==> config.mk <==
export PLATFORM = sky130hd
export DESIGN_NAME = pes_sc_tracker
export DESIGN_NICKNAME = d
export VERILOG_FILES = /design/src/rtl/pst_pkg.sv /design/src/rtl/pst_hdr_parser.sv /design/src/rtl/pst_sc_store.sv /design/src/rtl/pst_level_arb.sv /design/src/rtl/pes_sc_tracker.sv
export SDC_FILE = /design/constraint.sdc
export NUM_CORES = 1
export LEC_CHECK = 0
export ABC_CLOCK_PERIOD_IN_PS = 4800
export BUFFER_PORTS_ARGS = -buffer_cell sky130_fd_sc_hd__buf_2
export CORE_ASPECT_RATIO = 0.9
export CORE_MARGIN = 2
export CORE_UTILIZATION = 45
export CTS_BUF_LIST = sky130_fd_sc_hd__clkbuf_4 sky130_fd_sc_hd__clkbuf_8
export DETAILED_ROUTE_END_ITERATION = 16
export PLACE_DENSITY_LB_ADDON = 0.05
export SLEW_MARGIN = 20
export SYNTH_ARGS = -nofsm -noshare
export SYNTH_HDL_FRONTEND = slang
export SYNTH_HIERARCHICAL = 1
export SYNTH_SLANG_ARGS = --single-unit
==> constraint.sdc <==
create_clock -name clk -period 4.8 [get_ports clk]
set_clock_uncertainty 0.2 [all_clocks]
set_input_delay 0.24 -clock clk [delete_from_list [all_inputs] [get_ports clk]]
set_output_delay 0.24 -clock clk [all_outputs]
set_load 0.01 [all_outputs]
==> src/rtl/pst_pkg.sv <==
package pst_pkg;
    localparam logic [7:0] SYNC_BYTE   = 8'h47;
    localparam logic [7:0] PKT_LEN     = 8'd188;
    localparam logic [7:0] TS_HDR_LEN  = 8'd4;
    localparam logic [7:0] PES_SC_OFF  = 8'd6;
    localparam logic [7:0] PES_LEN_OFF = 8'd8;
    localparam logic [8:0] NO_POS      = 9'h1FF;

    typedef logic [1:0] sc_t;

    typedef struct packed {
        logic       valid;
        logic [7:0] data;
        logic       en;
        sc_t        sc;
        logic       lvl;
        logic       reinit;
        logic       first_done;
    } out_st_t;
endpackage

==> src/rtl/pst_hdr_parser.sv <==
module pst_hdr_parser
    import pst_pkg::*;
#(
    parameter int IDX_W = 2
) (
    input  logic             clk,
    input  logic             rst_n,
    input  logic             byte_valid_i,
    input  logic             pkt_start_i,
    input  logic [7:0]       byte_i,
    input  logic             match_hit_i,
    input  logic [IDX_W-1:0] match_idx_i,
    output logic             pay_o,
    output logic             body_o,
    output logic             cap_o,
    output logic             pkt_first_o,
    output sc_t              tsc_o,
    output logic             hit_o,
    output logic [IDX_W-1:0] idx_o
);
    typedef struct packed {
        logic [7:0]       cnt;
        logic             act;
        logic             pusi;
        sc_t              tsc;
        logic [1:0]       afc;
        logic             hit;
        logic [IDX_W-1:0] idx;
        logic [8:0]       pay_start;
        logic [8:0]       hdr_end;
    } pst_t;

    pst_t s_d, s_q;
    logic [7:0] cur;
    logic [7:0] pes_off;
    logic       cur_act;
    logic       in_pay;

    always_comb begin
        cur     = pkt_start_i ? 8'd0 : s_q.cnt;
        cur_act = byte_valid_i &&
                  (pkt_start_i ? (byte_i == SYNC_BYTE) : (s_q.act && s_q.cnt < PKT_LEN));
        in_pay  = cur_act && !pkt_start_i && cur >= TS_HDR_LEN &&
                  ({1'b0, cur} >= s_q.pay_start);
        pes_off = cur - s_q.pay_start[7:0];

        s_d = s_q;
        if (byte_valid_i) begin
            if (pkt_start_i) begin
                s_d           = '0;
                s_d.pay_start = NO_POS;
                s_d.hdr_end   = NO_POS;
                s_d.act       = cur_act;
            end
            if (pkt_start_i || s_q.cnt < PKT_LEN) begin
                s_d.cnt = cur + 8'd1;
            end
            if (cur_act && !pkt_start_i) begin
                case (cur)
                    8'd1: s_d.pusi = byte_i[6];
                    8'd3: begin
                        s_d.tsc       = byte_i[7:6];
                        s_d.afc       = byte_i[5:4];
                        s_d.hit       = match_hit_i;
                        s_d.idx       = match_idx_i;
                        s_d.pay_start = (byte_i[5:4] == 2'b01) ? {1'b0, TS_HDR_LEN} : NO_POS;
                    end
                    8'd4: begin
                        if (s_q.afc == 2'b11) begin
                            s_d.pay_start = 9'd5 + {1'b0, byte_i};
                        end
                    end
                    default: ;
                endcase
            end
            if (in_pay && s_q.pusi && pes_off == PES_LEN_OFF) begin
                s_d.hdr_end = {1'b0, cur} + 9'd1 + {1'b0, byte_i};
            end
        end
    end

    always_ff @(posedge clk or negedge rst_n) begin
        if (!rst_n) begin
            s_q           <= '0;
            s_q.cnt       <= PKT_LEN;
            s_q.pay_start <= NO_POS;
            s_q.hdr_end   <= NO_POS;
        end else begin
            s_q <= s_d;
        end
    end

    assign pay_o       = in_pay;
    assign body_o      = in_pay && (!s_q.pusi || ({1'b0, cur} >= s_q.hdr_end));
    assign cap_o       = in_pay && s_q.pusi && (pes_off == PES_SC_OFF);
    assign pkt_first_o = byte_valid_i && pkt_start_i;
    assign tsc_o       = s_q.tsc;
    assign hit_o       = s_q.hit;
    assign idx_o       = s_q.idx;

    // a payload byte never lies inside the 4-byte transport header
    a_r3_payload_past_header: assert property (@(posedge clk) disable iff (!rst_n)
        pay_o |-> (s_q.pay_start >= {1'b0, TS_HDR_LEN}));
    // a capture point is never itself a PES body byte
    a_r7_capture_in_header: assert property (@(posedge clk) disable iff (!rst_n)
        cap_o |-> !body_o);
    // a dropped packet never reaches the payload stage
    a_r1_dropped_silent: assert property (@(posedge clk) disable iff (!rst_n)
        (pkt_start_i && byte_valid_i && byte_i != SYNC_BYTE) |=> !s_q.act);
endmodule

==> src/rtl/pst_sc_store.sv <==
module pst_sc_store
    import pst_pkg::*;
#(
    parameter int NUM_PID = 4,
    parameter int IDX_W   = (NUM_PID > 1) ? $clog2(NUM_PID) : 1
) (
    input  logic             clk,
    input  logic             rst_n,
    input  logic             we_i,
    input  logic [IDX_W-1:0] widx_i,
    input  sc_t              wsc_i,
    input  logic [IDX_W-1:0] ridx_i,
    output sc_t              rsc_o
);
    sc_t sc_d [NUM_PID];
    sc_t sc_q [NUM_PID];

    for (genvar i = 0; i < NUM_PID; i++) begin : g_entry
        always_comb begin
            sc_d[i] = sc_q[i];
            if (we_i && widx_i == IDX_W'(i)) begin
                sc_d[i] = wsc_i;
            end
        end

        always_ff @(posedge clk or negedge rst_n) begin
            if (!rst_n) begin
                sc_q[i] <= 2'b00;
            end else begin
                sc_q[i] <= sc_d[i];
            end
        end

        // an entry not addressed by a write keeps its pair
        a_r13_entry_stable: assert property (@(posedge clk) disable iff (!rst_n)
            !(we_i && widx_i == IDX_W'(i)) |=> $stable(sc_q[i]));
    end

    assign rsc_o = sc_q[ridx_i];
endmodule

==> src/rtl/pst_level_arb.sv <==
module pst_level_arb
    import pst_pkg::*;
(
    input  logic pay_i,
    input  logic body_i,
    input  logic hit_i,
    input  sc_t  tsc_i,
    input  logic pes_flag_i,
    input  sc_t  stored_sc_i,
    output logic en_o,
    output sc_t  sc_o,
    output logic lvl_pes_o
);
    logic ts_en, pes_en;

    always_comb begin
        ts_en     = pay_i && hit_i && (tsc_i != 2'b00);
        pes_en    = pay_i && body_i && hit_i && (tsc_i == 2'b00) &&
                    pes_flag_i && (stored_sc_i != 2'b00);
        en_o      = ts_en || pes_en;
        lvl_pes_o = pes_en;
        if (ts_en) begin
            sc_o = tsc_i;
        end else if (pes_en) begin
            sc_o = stored_sc_i;
        end else begin
            sc_o = 2'b00;
        end
    end
endmodule

==> src/rtl/pes_sc_tracker.sv <==
module pes_sc_tracker
    import pst_pkg::*;
#(
    parameter int NUM_PID = 4,
    parameter int IDX_W   = (NUM_PID > 1) ? $clog2(NUM_PID) : 1
) (
    input  logic               clk,
    input  logic               rst_n,
    input  logic [NUM_PID-1:0] pes_flag_i,
    input  logic               byte_valid_i,
    input  logic               pkt_start_i,
    input  logic [7:0]         byte_i,
    input  logic               match_hit_i,
    input  logic [IDX_W-1:0]   match_idx_i,
    output logic               out_valid_o,
    output logic [7:0]         out_byte_o,
    output logic               desc_en_o,
    output logic [1:0]         eff_sc_o,
    output logic               pes_level_o,
    output logic               reinit_o
);
    logic             pay_w, body_w, cap_w, first_w, hit_w, flag_w, we_w, en_w, lvl_w;
    sc_t              tsc_w, st_sc_w, sc_w;
    logic [IDX_W-1:0] idx_w;
    out_st_t          r_d, r_q;

    pst_hdr_parser #(.IDX_W(IDX_W)) u_parse (
        .clk         (clk),
        .rst_n       (rst_n),
        .byte_valid_i(byte_valid_i),
        .pkt_start_i (pkt_start_i),
        .byte_i      (byte_i),
        .match_hit_i (match_hit_i),
        .match_idx_i (match_idx_i),
        .pay_o       (pay_w),
        .body_o      (body_w),
        .cap_o       (cap_w),
        .pkt_first_o (first_w),
        .tsc_o       (tsc_w),
        .hit_o       (hit_w),
        .idx_o       (idx_w)
    );

    assign flag_w = pes_flag_i[idx_w];
    assign we_w   = cap_w && hit_w && (tsc_w == 2'b00) && flag_w;

    pst_sc_store #(.NUM_PID(NUM_PID), .IDX_W(IDX_W)) u_store (
        .clk   (clk),
        .rst_n (rst_n),
        .we_i  (we_w),
        .widx_i(idx_w),
        .wsc_i (byte_i[5:4]),
        .ridx_i(idx_w),
        .rsc_o (st_sc_w)
    );

    pst_level_arb u_arb (
        .pay_i      (pay_w),
        .body_i     (body_w),
        .hit_i      (hit_w),
        .tsc_i      (tsc_w),
        .pes_flag_i (flag_w),
        .stored_sc_i(st_sc_w),
        .en_o       (en_w),
        .sc_o       (sc_w),
        .lvl_pes_o  (lvl_w)
    );

    always_comb begin
        r_d            = r_q;
        r_d.valid      = byte_valid_i;
        r_d.data       = byte_i;
        r_d.en         = en_w;
        r_d.sc         = sc_w;
        r_d.lvl        = lvl_w;
        r_d.reinit     = en_w && !r_q.first_done;
        r_d.first_done = first_w ? 1'b0 : (r_q.first_done || en_w);
    end

    always_ff @(posedge clk or negedge rst_n) begin
        if (!rst_n) begin
            r_q <= '0;
        end else begin
            r_q <= r_d;
        end
    end

    assign out_valid_o = r_q.valid;
    assign out_byte_o  = r_q.data;
    assign desc_en_o   = r_q.en;
    assign eff_sc_o    = r_q.sc;
    assign pes_level_o = r_q.lvl;
    assign reinit_o    = r_q.reinit;

    // a matched payload byte with a non-zero transport field is sent at transport level
    a_r4_ts_priority: assert property (@(posedge clk) disable iff (!rst_n)
        (pay_w && hit_w && tsc_w != 2'b00) |=>
        (desc_en_o && !pes_level_o && eff_sc_o == $past(tsc_w)));
    // a byte that is not enabled shows a zero value and no level
    a_r9_idle_zero: assert property (@(posedge clk) disable iff (!rst_n)
        !desc_en_o |-> (eff_sc_o == 2'b00 && !pes_level_o));
    // a PES-level enable always carries a non-zero pair
    a_r7_pes_nonzero: assert property (@(posedge clk) disable iff (!rst_n)
        (desc_en_o && pes_level_o) |-> (eff_sc_o != 2'b00));
    // the pulse comes only with an enabled byte
    a_r10_reinit_with_en: assert property (@(posedge clk) disable iff (!rst_n)
        reinit_o |-> desc_en_o);
    // never two pulses on consecutive bytes
    a_r10_single_pulse: assert property (@(posedge clk) disable iff (!rst_n)
        reinit_o |=> !reinit_o);
    // enables only travel with a valid byte
    a_r11_en_valid: assert property (@(posedge clk) disable iff (!rst_n)
        desc_en_o |-> out_valid_o);
endmodule

* After elaboration in Yosys (flattened, before gate mapping)
Cells that the tools add are included.
** Word-level totals
- Register bits after elaboration :: 58
- Word-level logic and storage cells :: 103
** Cells by class
- Eq/ne operators :: 11
- Bitwise operators :: 1
- Add/sub/neg operators :: 5
- Multiplexer cells :: 19
- Reduce and logical (&&, ||, !) cells :: 41
- Magnitude comparators :: 6
** Operator list (count)
- 35-bit two-way mux :: 1
- 9-bit two-way mux :: 3
- 1-bit logical AND :: 25
- 8-bit by 9-bit >= comparator with 1-bit output :: 2
- 9-bit one-hot mux with 2 select lines :: 1
- 17-bit two-way mux :: 1
- 8-bit by 3-bit == test with 1-bit output (second input constant) :: 2
- 8-bit two-way mux :: 2
- 3-bit by 8-bit adder with 9-bit output (first input constant) :: 1
- 8-bit by 1-bit adder with 9-bit output (second input constant) :: 1
- 9-bit by 8-bit adder with 9-bit output :: 1
- 8-bit by 1-bit adder with 8-bit output (second input constant) :: 1
- 8-bit by 1-bit == test with 1-bit output (second input constant) :: 1
- 8-bit by 2-bit == test with 1-bit output (second input constant) :: 1
- 8-bit by 4-bit == test with 1-bit output (second input constant) :: 1
- 8-bit by 7-bit == test with 1-bit output (second input constant) :: 1
- 8-bit by 3-bit >= comparator with 1-bit output (second input constant) :: 1
- 8-bit < comparator (second input constant) :: 1
- 2-bit two-way mux :: 4
- 2-bit nonzero test :: 4
- 8-bit subtractor :: 1
- 7-bit two-way mux :: 1
- 2-bit == test (second input constant) :: 3
- 2-bit AND reduction :: 3
- 10 further kinds :: 20

* Logic depth before layout (Yosys ltp)
Gate-level depths: netlist of the first run.
- Word-level depth :: 16
- Depth in mapped cells :: 17

* Hierarchy
Netlist of the first run, hierarchy kept.
** Modules (own cells, without submodules)
- pst_hdr_parser :: area an instance 3085.5 µm², cells an instance 356, instances 1
- pes_sc_tracker :: area an instance 514.2 µm², cells an instance 31, instances 1
- pst_sc_store :: area an instance 375.4 µm², cells an instance 22, instances 1
- pst_level_arb :: area an instance 70.1 µm², cells an instance 10, instances 1

* Worst setup path after synthesis of the first run
No wires, ideal clock.
- Path kind :: in2reg
- Start :: input pkt_start_i
- End :: register u_store/sc_q[6] in the netlist's numbering
- Data arrival time :: 3.596 ns
- Slack :: 0.880 ns
- Cell stages on the path :: 16
- Library setup time :: 0.125 ns
- Data required time :: 4.475 ns
- Cell sequence :: buf_6 clkbuf_1 clkbuf_1 nor2b_1 ha_1 nor4bb_1 nor2_1 nand2_1 xnor2_1 nand4_1 nor4b_1 and4_2 nand2_1 nor4b_4 nor3b_2 mux2_2
** On the way
- Word-level cells in the longest chain between the ends :: 11
- Elaborated cells on any way between the ends :: 17
- Classes of those cells :: add/sub (1); order compare (2); eq/ne (1); mux (2); reduce/logical (11)
** Ends and longest elaborated chain
- start, declared :: RTL line pes_sc_tracker.sv:11 : input logic pkt_start_i,
- parallel branches: the longest is 6 deep, another holds 8-bit subtractor
- 1-bit logical AND * :: RTL line pst_hdr_parser.sv:95 : assign cap_o = in_pay && s_q.pusi && (pes_off == PES_SC_OFF);
- via cap_w :: RTL line pes_sc_tracker.sv:22 : logic pay_w, body_w, cap_w, first_w, hit_w, flag_w, we_w, en_w, lvl_w;
- 1-bit logical AND * (3 in series) :: RTL line pes_sc_tracker.sv:45 : assign we_w = cap_w && hit_w && (tsc_w == 2'b00) && flag_w;
- via we_w :: RTL line pes_sc_tracker.sv:22
- 1-bit logical AND * :: RTL line pst_sc_store.sv:21 : if (we_i && widx_i == IDX_W'(i)) begin
- end signal, assigned by index :: RTL line pst_sc_store.sv:30 : sc_q[i] <= sc_d[i];
- end, declared :: RTL line pst_sc_store.sv:16 : sc_t sc_q [NUM_PID];
Mark *: on every way through the listed nets, which the timed path passes.
A chain may end at the register's enable or synchronous reset.

* Final worst setup path of the first run
- Start :: register u_parse/s_q[30] in the netlist's numbering
- End :: register u_store/sc_q[7] in the netlist's numbering
** On the way
- Word-level cells in the longest chain between the ends :: 13
- Elaborated cells on any way between the ends :: 18
- Classes of those cells :: add/sub (1); order compare (3); eq/ne (1); mux (2); reduce/logical (11)
** Ends and longest elaborated chain
- start, declared :: RTL line pst_hdr_parser.sv:33 : pst_t s_d, s_q;
- 8-bit < comparator :: RTL line pst_hdr_parser.sv:42 : (pkt_start_i ? (byte_i == SYNC_BYTE) : (s_q.act && s_q.cnt < PKT_LEN));
- 1-bit logical AND :: RTL line pst_hdr_parser.sv:42
- 1-bit two-way mux :: RTL line pst_hdr_parser.sv:42
- 1-bit logical AND :: RTL line pst_hdr_parser.sv:41 : cur_act = byte_valid_i &&
- 1-bit logical AND (3 in series) :: RTL line pst_hdr_parser.sv:43 : in_pay = cur_act && !pkt_start_i && cur >= TS_HDR_LEN &&
- 1-bit logical AND :: RTL line pst_hdr_parser.sv:95
- 1-bit logical AND * :: RTL line pst_hdr_parser.sv:95
- via cap_w :: RTL line pes_sc_tracker.sv:22
- 1-bit logical AND * (3 in series) :: RTL line pes_sc_tracker.sv:45
- via we_w :: RTL line pes_sc_tracker.sv:22
- 1-bit logical AND * :: RTL line pst_sc_store.sv:21
Mark *: on every way through the listed nets, which the timed path passes. The rest lies on a longest branch.

==> flow_summary.json, run 1 <==
{
  "result_of_the_run": "complete, no violations",
  "clock_latency_ns": 0.35,
  "drive_gt1_frac": 0.2159,
  "r2r-end": "u_store/sc_q[7]",
  "finalNonFillerCells": 573,
  "worst-r2r-cell-count": 13,
  "cts-resized-gates": 0,
  "tritoncts": "built",
  "cts_sinks": 58,
  "crit_path_max_fanout": 8,
  "floorplan.core_area_mm2": 0.008648,
  "post-route-worst-setup-slack_ns": 0.6926,
  "layout_min_cycle_time_ns": 4.107,
  "drt-pass1-iter-count": 4,
  "post_synth_fa_ha_maj_area_fraction": 0.07671,
  "min_to": "u_parse/s_q[33]",
  "routed_via_density": 5.616,
  "global_route.overflow_total": 0,
  "postSynthCellCount": 419,
  "post-synth-top-area-cell": "dfrtp_1",
  "antenna_cells_inserted": 0,
  "mean_instance_size_in_the_synthesized_netlist_um2": 9.654,
  "maxSlewViolCount": 0,
  "synth-async-reset-ratio": 1.000,
  "syn_nets": 462,
  "drv.max_cap_violation_count": 0,
  "h_tree_levels": 3,
  "yosys.area_share.xor_xnor": 0.04330,
  "finalHoldViolations": 0,
  "synth_top_area_frac": 0.2165,
  "routed_wire_length_per_instance_um": 17.45,
  "yosys-top-cells-area": "dfrtp_1, dfstp_2, ha_1, xnor2_1, nor2_1",
  "synth_edf_count": 0,
  "maximum_clock_insertion_buffer_count": 2,
  "power.ir.vdd_worst_v": 0.0001461,
  "synth_compound_area_frac": 0.1813,
  "synth.cell_area_mm2": 0.004045,
  "placement.io_buffers": 32,
  "grt_pass1_vias": 3253,
  "min_path_cells": 2,
  "worst_slew_pin_slew_ns": 0.7203,
  "post_synth_most_frequent_cells": "dfrtp_1, nor2_1, nand2_1",
  "dr_iter_0_viols": 116,
  "top_level_pins": 33,
  "ys.flop_type": "dfrtp_1",
  "power_mw": 1.101,
  "power_per_cell_area_mw_per_mm2": 245.5,
  "gr-usage-all-layers": 0.2218,
  "clock-root-buffer": "clkbuf_8",
  "floorplan.die.width_um": 103.9,
  "placementRows": 32,
  "floorplan.die.height_um": 93.95,
  "gp_congestion": 0.9416,
  "synth_simple_gate_area_share": 0.1809,
  "final_util": 0.5185,
  "setup_violators_final": 0,
  "setup_repair_after_global_routing_missed_its_margin": "false",
  "gr_met1_demand_resource": 0.2956,
  "max-slew-margin-rel": 0.5198,
  "timing.hold.ws_ns": 0.07755,
  "drt_wl_total_um": 9997,
  "initial_utilization": 0.4677,
  "timing.fmax_mhz": 243.5,
  "postPlaceCellArea_mm2": 0.004175,
  "grt_pass1_wl_um": 16800,
  "synth_sequential_area_ratio": 0.3659,
  "placedCellCount": 544,
  "largest_net_degree_at_the_start_of_global_routing": 59,
  "dieArea_mm2": 0.009765,
  "dpl_worst_slack_ns": 0.7395,
  "cp-end-kind": "flip-flop",
  "path_class": "reg2reg",
  "worst-r2r-setup-slack_ns": 0.69,
  "filler_cell_count": 820,
  "worst_r2r_startpoint": "u_parse/s_q[30]",
  "min_from": "pkt_start_i",
  "number_of_setup_buffers_added_after_cts": 0,
  "layout_worst_path_cycle_share": 0.8557,
  "cellLeakagePower_nw": 2.050,
  "clk_transition_reported_paths_ns": 0.08,
  "detail-route-antenna-nets": 0,
  "synth.distinct_cells": 74,
  "post_synth_mux_area_share": 0.07331,
  "cts_hold_buf": 13,
  "yosysWarningCount": 6,
  "dr_total_vias": 3218,
  "total_cts_buffers": 9,
  "grtUsageMet2": 0.3684,
  "use_met3": 0.04300,
  "synthToLayoutAreaGrowth_pct": 10.86,
  "final_cell_area_mm2": 0.004484,
  "remaining_drc_errors": 0,
  "min-delay-path-class": "in2reg",
  "critical_path.startpoint_type": "flip-flop",
  "grt_antenna_before_repair": 0,
  "synth_top_family_by_area": "compound AO/OA/AOI/OAI gates",
  "data_required_time_of_the_worst_path_ns": 4.84,
  "grt.busiest_layer": "met2",
  "hpwl_um": 7264,
  "fin_tns_setup_ns": 0,
  "synth-seq-cells": 58,
  "final_nets": 492,
  "worst-endpoint-arrival_ns": 4.14
}
layer usage:
metal / wire length, µm / vias up
met5: 0 / -
li1: - / 1561
met2: 4642 / 58
met4: 145 / 0
met1: 4881 / 1586
met3: 328 / 13
layout make-up:
type / count / area [µm²] / area share
sequential: 58 / 1480 / 0.3301
multi-input combinational: 302 / 2247 / 0.5011
timing repair buffer: 49 / 320.3 / 0.07143
tap: 119 / 148.9 / 0.03320
clock inverter: 6 / 41.29 / 0.009208
inverter: 29 / 108.9 / 0.02427
clock buffer: 10 / 137.6 / 0.03069
power breakdown:
group / total (mW) / leakage [nW] / internal (mW) / switching (mW)
combinational: 0.164 / 1.26 / 0.0698 / 0.0943
sequential: 0.521 / 0.705 / 0.504 / 0.0171
clock: 0.416 / 0.0847 / 0.201 / 0.215
total: 1.10 / 2.05 / 0.774 / 0.326
placed cells by master (no fill, tap or decap), types with 10 or more instances in the layout:
cell	Yosys	routed
dfrtp_1	35	35
inv_1	28	28
o21ai_0	24	24
dfstp_2	23	23
buf_2	2	32
ha_1	24	24
nand2_1	32	32
clkbuf_8	0	10
nor2_1	35	35
a21oi_1	23	23
dlygate4sd3_1	0	13
xnor2_1	16	16
state kept, by name, indices dropped and copies added, names as in the netlist:
signal	flops
eff_sc_o	2
u_parse/idx_o	2
u_store/sc_q	8
r_q	1
pes_level_o	1
reinit_o	1
out_byte_o	8
u_parse/hit_o	1
out_valid_o	1
u_parse/tsc_o	2
desc_en_o	1
u_parse/s_q	30
kinds of logic after synthesis:
group                    after synthesis
AO/OA/AOI/OAI                        105
AND/OR/NAND/NOR                      129
XOR/XNOR                              20
adder cells (fa/ha/maj)               25
flip-flops                            58
multiplexers                          23
buffers and inverters                 59
worst max-delay path: stages, from the launching register on:
cell and delay (ns):
dfstp_2 0.60, nor2b_1 0.30, ha_1 0.27, nor4bb_1 0.56, nor2_1 0.08, nand2_1 0.14
xnor2_1 0.13, nand4_1 0.12, nor4b_1 0.26, and4_2 0.25, nand2_1 0.09, nor4b_4 0.35
nor3b_2 0.29, mux2_2 0.36
worst max path at each step:
stage	slack, ns	startpoint	cells after the start	end
global route	0.35	u_parse/s_q[30]	13	u_store/sc_q[7]
floorplan	0.88	pkt_start_i	16	u_store/sc_q[6]
finish	0.69	u_parse/s_q[30]	13	u_store/sc_q[7]
CTS	0.68	u_parse/s_q[30]	13	u_store/sc_q[7]
global placement	0.77	u_parse/s_q[30]	13	u_store/sc_q[7]
detailed placement	0.74	u_parse/s_q[31]	12	u_store/sc_q[7]
(Power assumes the default switching activity.)
==> run 2, diff against run 1 <==
--- a/config.mk
+++ b/config.mk
@@ -8,6 +8,6 @@
 export ABC_CLOCK_PERIOD_IN_PS = 4800
 export BUFFER_PORTS_ARGS = -buffer_cell sky130_fd_sc_hd__buf_2
-export CORE_ASPECT_RATIO = 0.9
-export CORE_MARGIN = 2
+export CORE_ASPECT_RATIO = 2
+export CORE_MARGIN = 4
 export CORE_UTILIZATION = 45
 export CTS_BUF_LIST = sky130_fd_sc_hd__clkbuf_4 sky130_fd_sc_hd__clkbuf_8
==> constraint.sdc (replaced) <==
create_clock -name clk -period 4.8 [get_ports clk]
set_clock_uncertainty 0.2 [all_clocks]
set_input_delay 1.44 -clock clk [delete_from_list [all_inputs] [get_ports clk]]
set_output_delay 1.44 -clock clk [all_outputs]
set_load 0.01 [all_outputs]
==> run 2 against run 1 <==
Net effect:
- first-iteration DRC count increased by 80%
- worst setup slack got worse by 0.32 ns
- worst hold slack improved by 0.14 ns
- cell count decreased by 2.3%
- utilization increased by 0.52 points
- sequential power decreased by 1%
- fmax decreased by 7.3%
- critical path type is now in2reg
- via count increased by 1.7%
- power increased by 16%
- sequential share of layout area decreased by 0.55 points
- die area increased by 9.2%
- routed wire length increased by 14%
==> flow_summary.json, run 2 (synthesized netlist as in run 1, its figures left out) <==
{
  "critical_path.startpoint_type": "input port",
  "postPlaceCellArea_mm2": 0.004312,
  "clock-root-buffer": "clkbuf_8",
  "worst-endpoint-arrival_ns": 4.47,
  "routed_via_density": 5.843,
  "min_to": "reinit_o",
  "cts-resized-gates": 0,
  "drt_wl_total_um": 11390,
  "timing.fmax_mhz": 225.8,
  "crit_path_max_fanout": 10,
  "initial_utilization": 0.4645,
  "grt_pass1_vias": 3316,
  "worst_r2r_startpoint": "u_parse/s_q[31]",
  "number_of_setup_buffers_added_after_cts": 0,
  "min-delay-path-class": "reg2reg",
  "hpwl_um": 8648,
  "use_met3": 0.04385,
  "path_class": "in2reg",
  "maxSlewViolCount": 0,
  "gr_met1_demand_resource": 0.2427,
  "cells_traversed_along_the_worst_timing_path": "buf_2, nor3b_1, nor2_1, ha_1, o221ai_2, nand2_1, xnor2_1, nand4_1, nor4b_1, and4_2, nand2_1, nor4b_4, nor3b_2, mux2_2",
  "drive_gt1_frac": 0.2587,
  "detail-route-antenna-nets": 0,
  "total_cts_buffers": 9,
  "grt.busiest_layer": "met2",
  "gr-usage-all-layers": 0.2275,
  "dpl_worst_slack_ns": 0.02832,
  "clock_latency_ns": 0.36,
  "worst_path_most_repeated_cell": "nand2_1",
  "floorplan.die.height_um": 142.1,
  "drv.max_cap_violation_count": 0,
  "cellLeakagePower_nw": 2.145,
  "routed_wire_length_per_instance_um": 20.34,
  "min_path_cells": 1,
  "drt-pass1-iter-count": 4,
  "cts_hold_buf": 0,
  "largest_net_degree_at_the_start_of_global_routing": 59,
  "max-slew-margin-rel": 0.4701,
  "floorplan.die.width_um": 75.04,
  "worst-path-buf-inv": 1,
  "floorplan.core_area_mm2": 0.008708,
  "final_cell_area_mm2": 0.004561,
  "dr_iter_0_viols": 209,
  "global_route.overflow_total": 0,
  "timing.hold.ws_ns": 0.2219,
  "grt_pass1_wl_um": 17640,
  "worst_slew_pin_slew_ns": 0.7846,
  "worst-r2r-setup-slack_ns": 1.02,
  "slowest_library_cell_on_the_worst_path": "nor3b_1",
  "dr_total_vias": 3272,
  "maximum_clock_insertion_buffer_count": 2,
  "antenna_cells_inserted": 0,
  "placement.io_buffers": 32,
  "fin_tns_setup_ns": 0,
  "placementRows": 48,
  "h_tree_levels": 3,
  "min_from": "r_q[0]",
  "power_per_cell_area_mw_per_mm2": 279.6,
  "critical-path-max-stage-delay_ns": 0.35,
  "clk_transition_reported_paths_ns": 0.07,
  "power.ir.vdd_worst_v": 0.0001677,
  "layout_min_cycle_time_ns": 4.429,
  "synthToLayoutAreaGrowth_pct": 12.74,
  "regMostFlops": "u_parse/s_q",
  "r2r-end": "u_store/sc_q[7]",
  "cp-end-kind": "flip-flop",
  "worst-r2r-cell-count": 12,
  "cts_sinks": 58,
  "post-route-worst-setup-slack_ns": 0.3713,
  "top_level_pins": 33,
  "power_mw": 1.275,
  "cpLargestDelayFamily": "simple AND/OR/NAND/NOR gates",
  "result_of_the_run": "complete, no violations",
  "tritoncts": "built",
  "setup_repair_after_global_routing_missed_its_margin": "false",
  "data_required_time_of_the_worst_path_ns": 4.84,
  "dieArea_mm2": 0.01066,
  "grt_antenna_before_repair": 0,
  "gp_congestion": 0.9923,
  "final_cell_mix": "nor2_1, dfrtp_1, nand2_1, buf_2, inv_1",
  "grtUsageMet2": 0.3947,
  "largest_register_ffs": 30,
  "final_nets": 498,
  "remaining_drc_errors": 0,
  "setup_violators_final": 0,
  "layout_worst_path_cycle_share": 0.9226,
  "finalHoldViolations": 0
}
run 2: cell types whose count changed in the layout (fill, tap and decap cells not counted):
cell | previous run | this run
buf_4 | 4 | 23
bufinv_16 | 0 | 3
clkbuf_8 | 10 | 9
clkinv_2 | 2 | 0
clkinv_4 | 0 | 2
clkinvlp_4 | 3 | 0
dlygate4sd3_1 | 13 | 0
inv_6 | 1 | 2
nor2b_1 | 7 | 6
nor2b_2 | 1 | 2
nor4bb_1 | 1 | 0
nor4bb_4 | 0 | 1
run 2: worst register-to-register path, cell delays in order, from the launching register on:
cell and delay [ns]:
dfstp_2 0.64, nor2b_1 0.21, ha_1 0.27, o21a_1 0.21, o21a_1 0.20, o22ai_1 0.19
mux2i_1 0.13, nor4b_1 0.29, and4_2 0.26, nand2_1 0.09, nor4b_4 0.35, nor3b_2 0.27
mux2_2 0.35
run 2: layout make-up:
type,count,area [µm²]
fill,800,4148
timing repair buffer,55,332.8
clock buffer,9,123.9
tap,100,125.1
sequential,58,1480
clock inverter,7,125.1
inverter,29,108.9
multi-input combinational,302,2265
run 2: through the flow:
stage / std cells / utilization
after floorplan: 419 / -
after global placement: 544 / 0.4951
after detailed placement: 544 / 0.4951
after CTS: 560 / 0.5237
after global routing: 560 / 0.5237
final: 560 / 0.5237
run 2: worst max path at each step:
| stage | from | endpoint | slack [ns] | depth (start not counted) |
|---|---|---|---|---|
| global placement | pkt_start_i | u_store/sc_q[6] | 0.11 | 14 |
| global route | pkt_start_i | u_store/sc_q[6] | 0.13 | 14 |
| floorplan | pkt_start_i | u_store/sc_q[6] | 0.002 | 15 |
| finish | pkt_start_i | u_store/sc_q[7] | 0.37 | 14 |
| CTS | pkt_start_i | u_store/sc_q[7] | 0.39 | 14 |
| detailed placement | pkt_start_i | u_store/sc_q[7] | 0.03 | 14 |
run 2: per-layer routing:
metal	wire length (µm)	vias to the layer above	part of all wire
met5	0	-	0
met3	402	45	0.035
met4	717	0	0.063
li1	-	1568	-
met2	6023	96	0.53
met1	4246	1563	0.37
run 2: power by group:
group          switching [mW]  internal (mW)  leakage (nW)
combinational           0.111         0.0744          1.31
sequential             0.0109          0.504         0.705
clock                   0.225          0.350         0.124
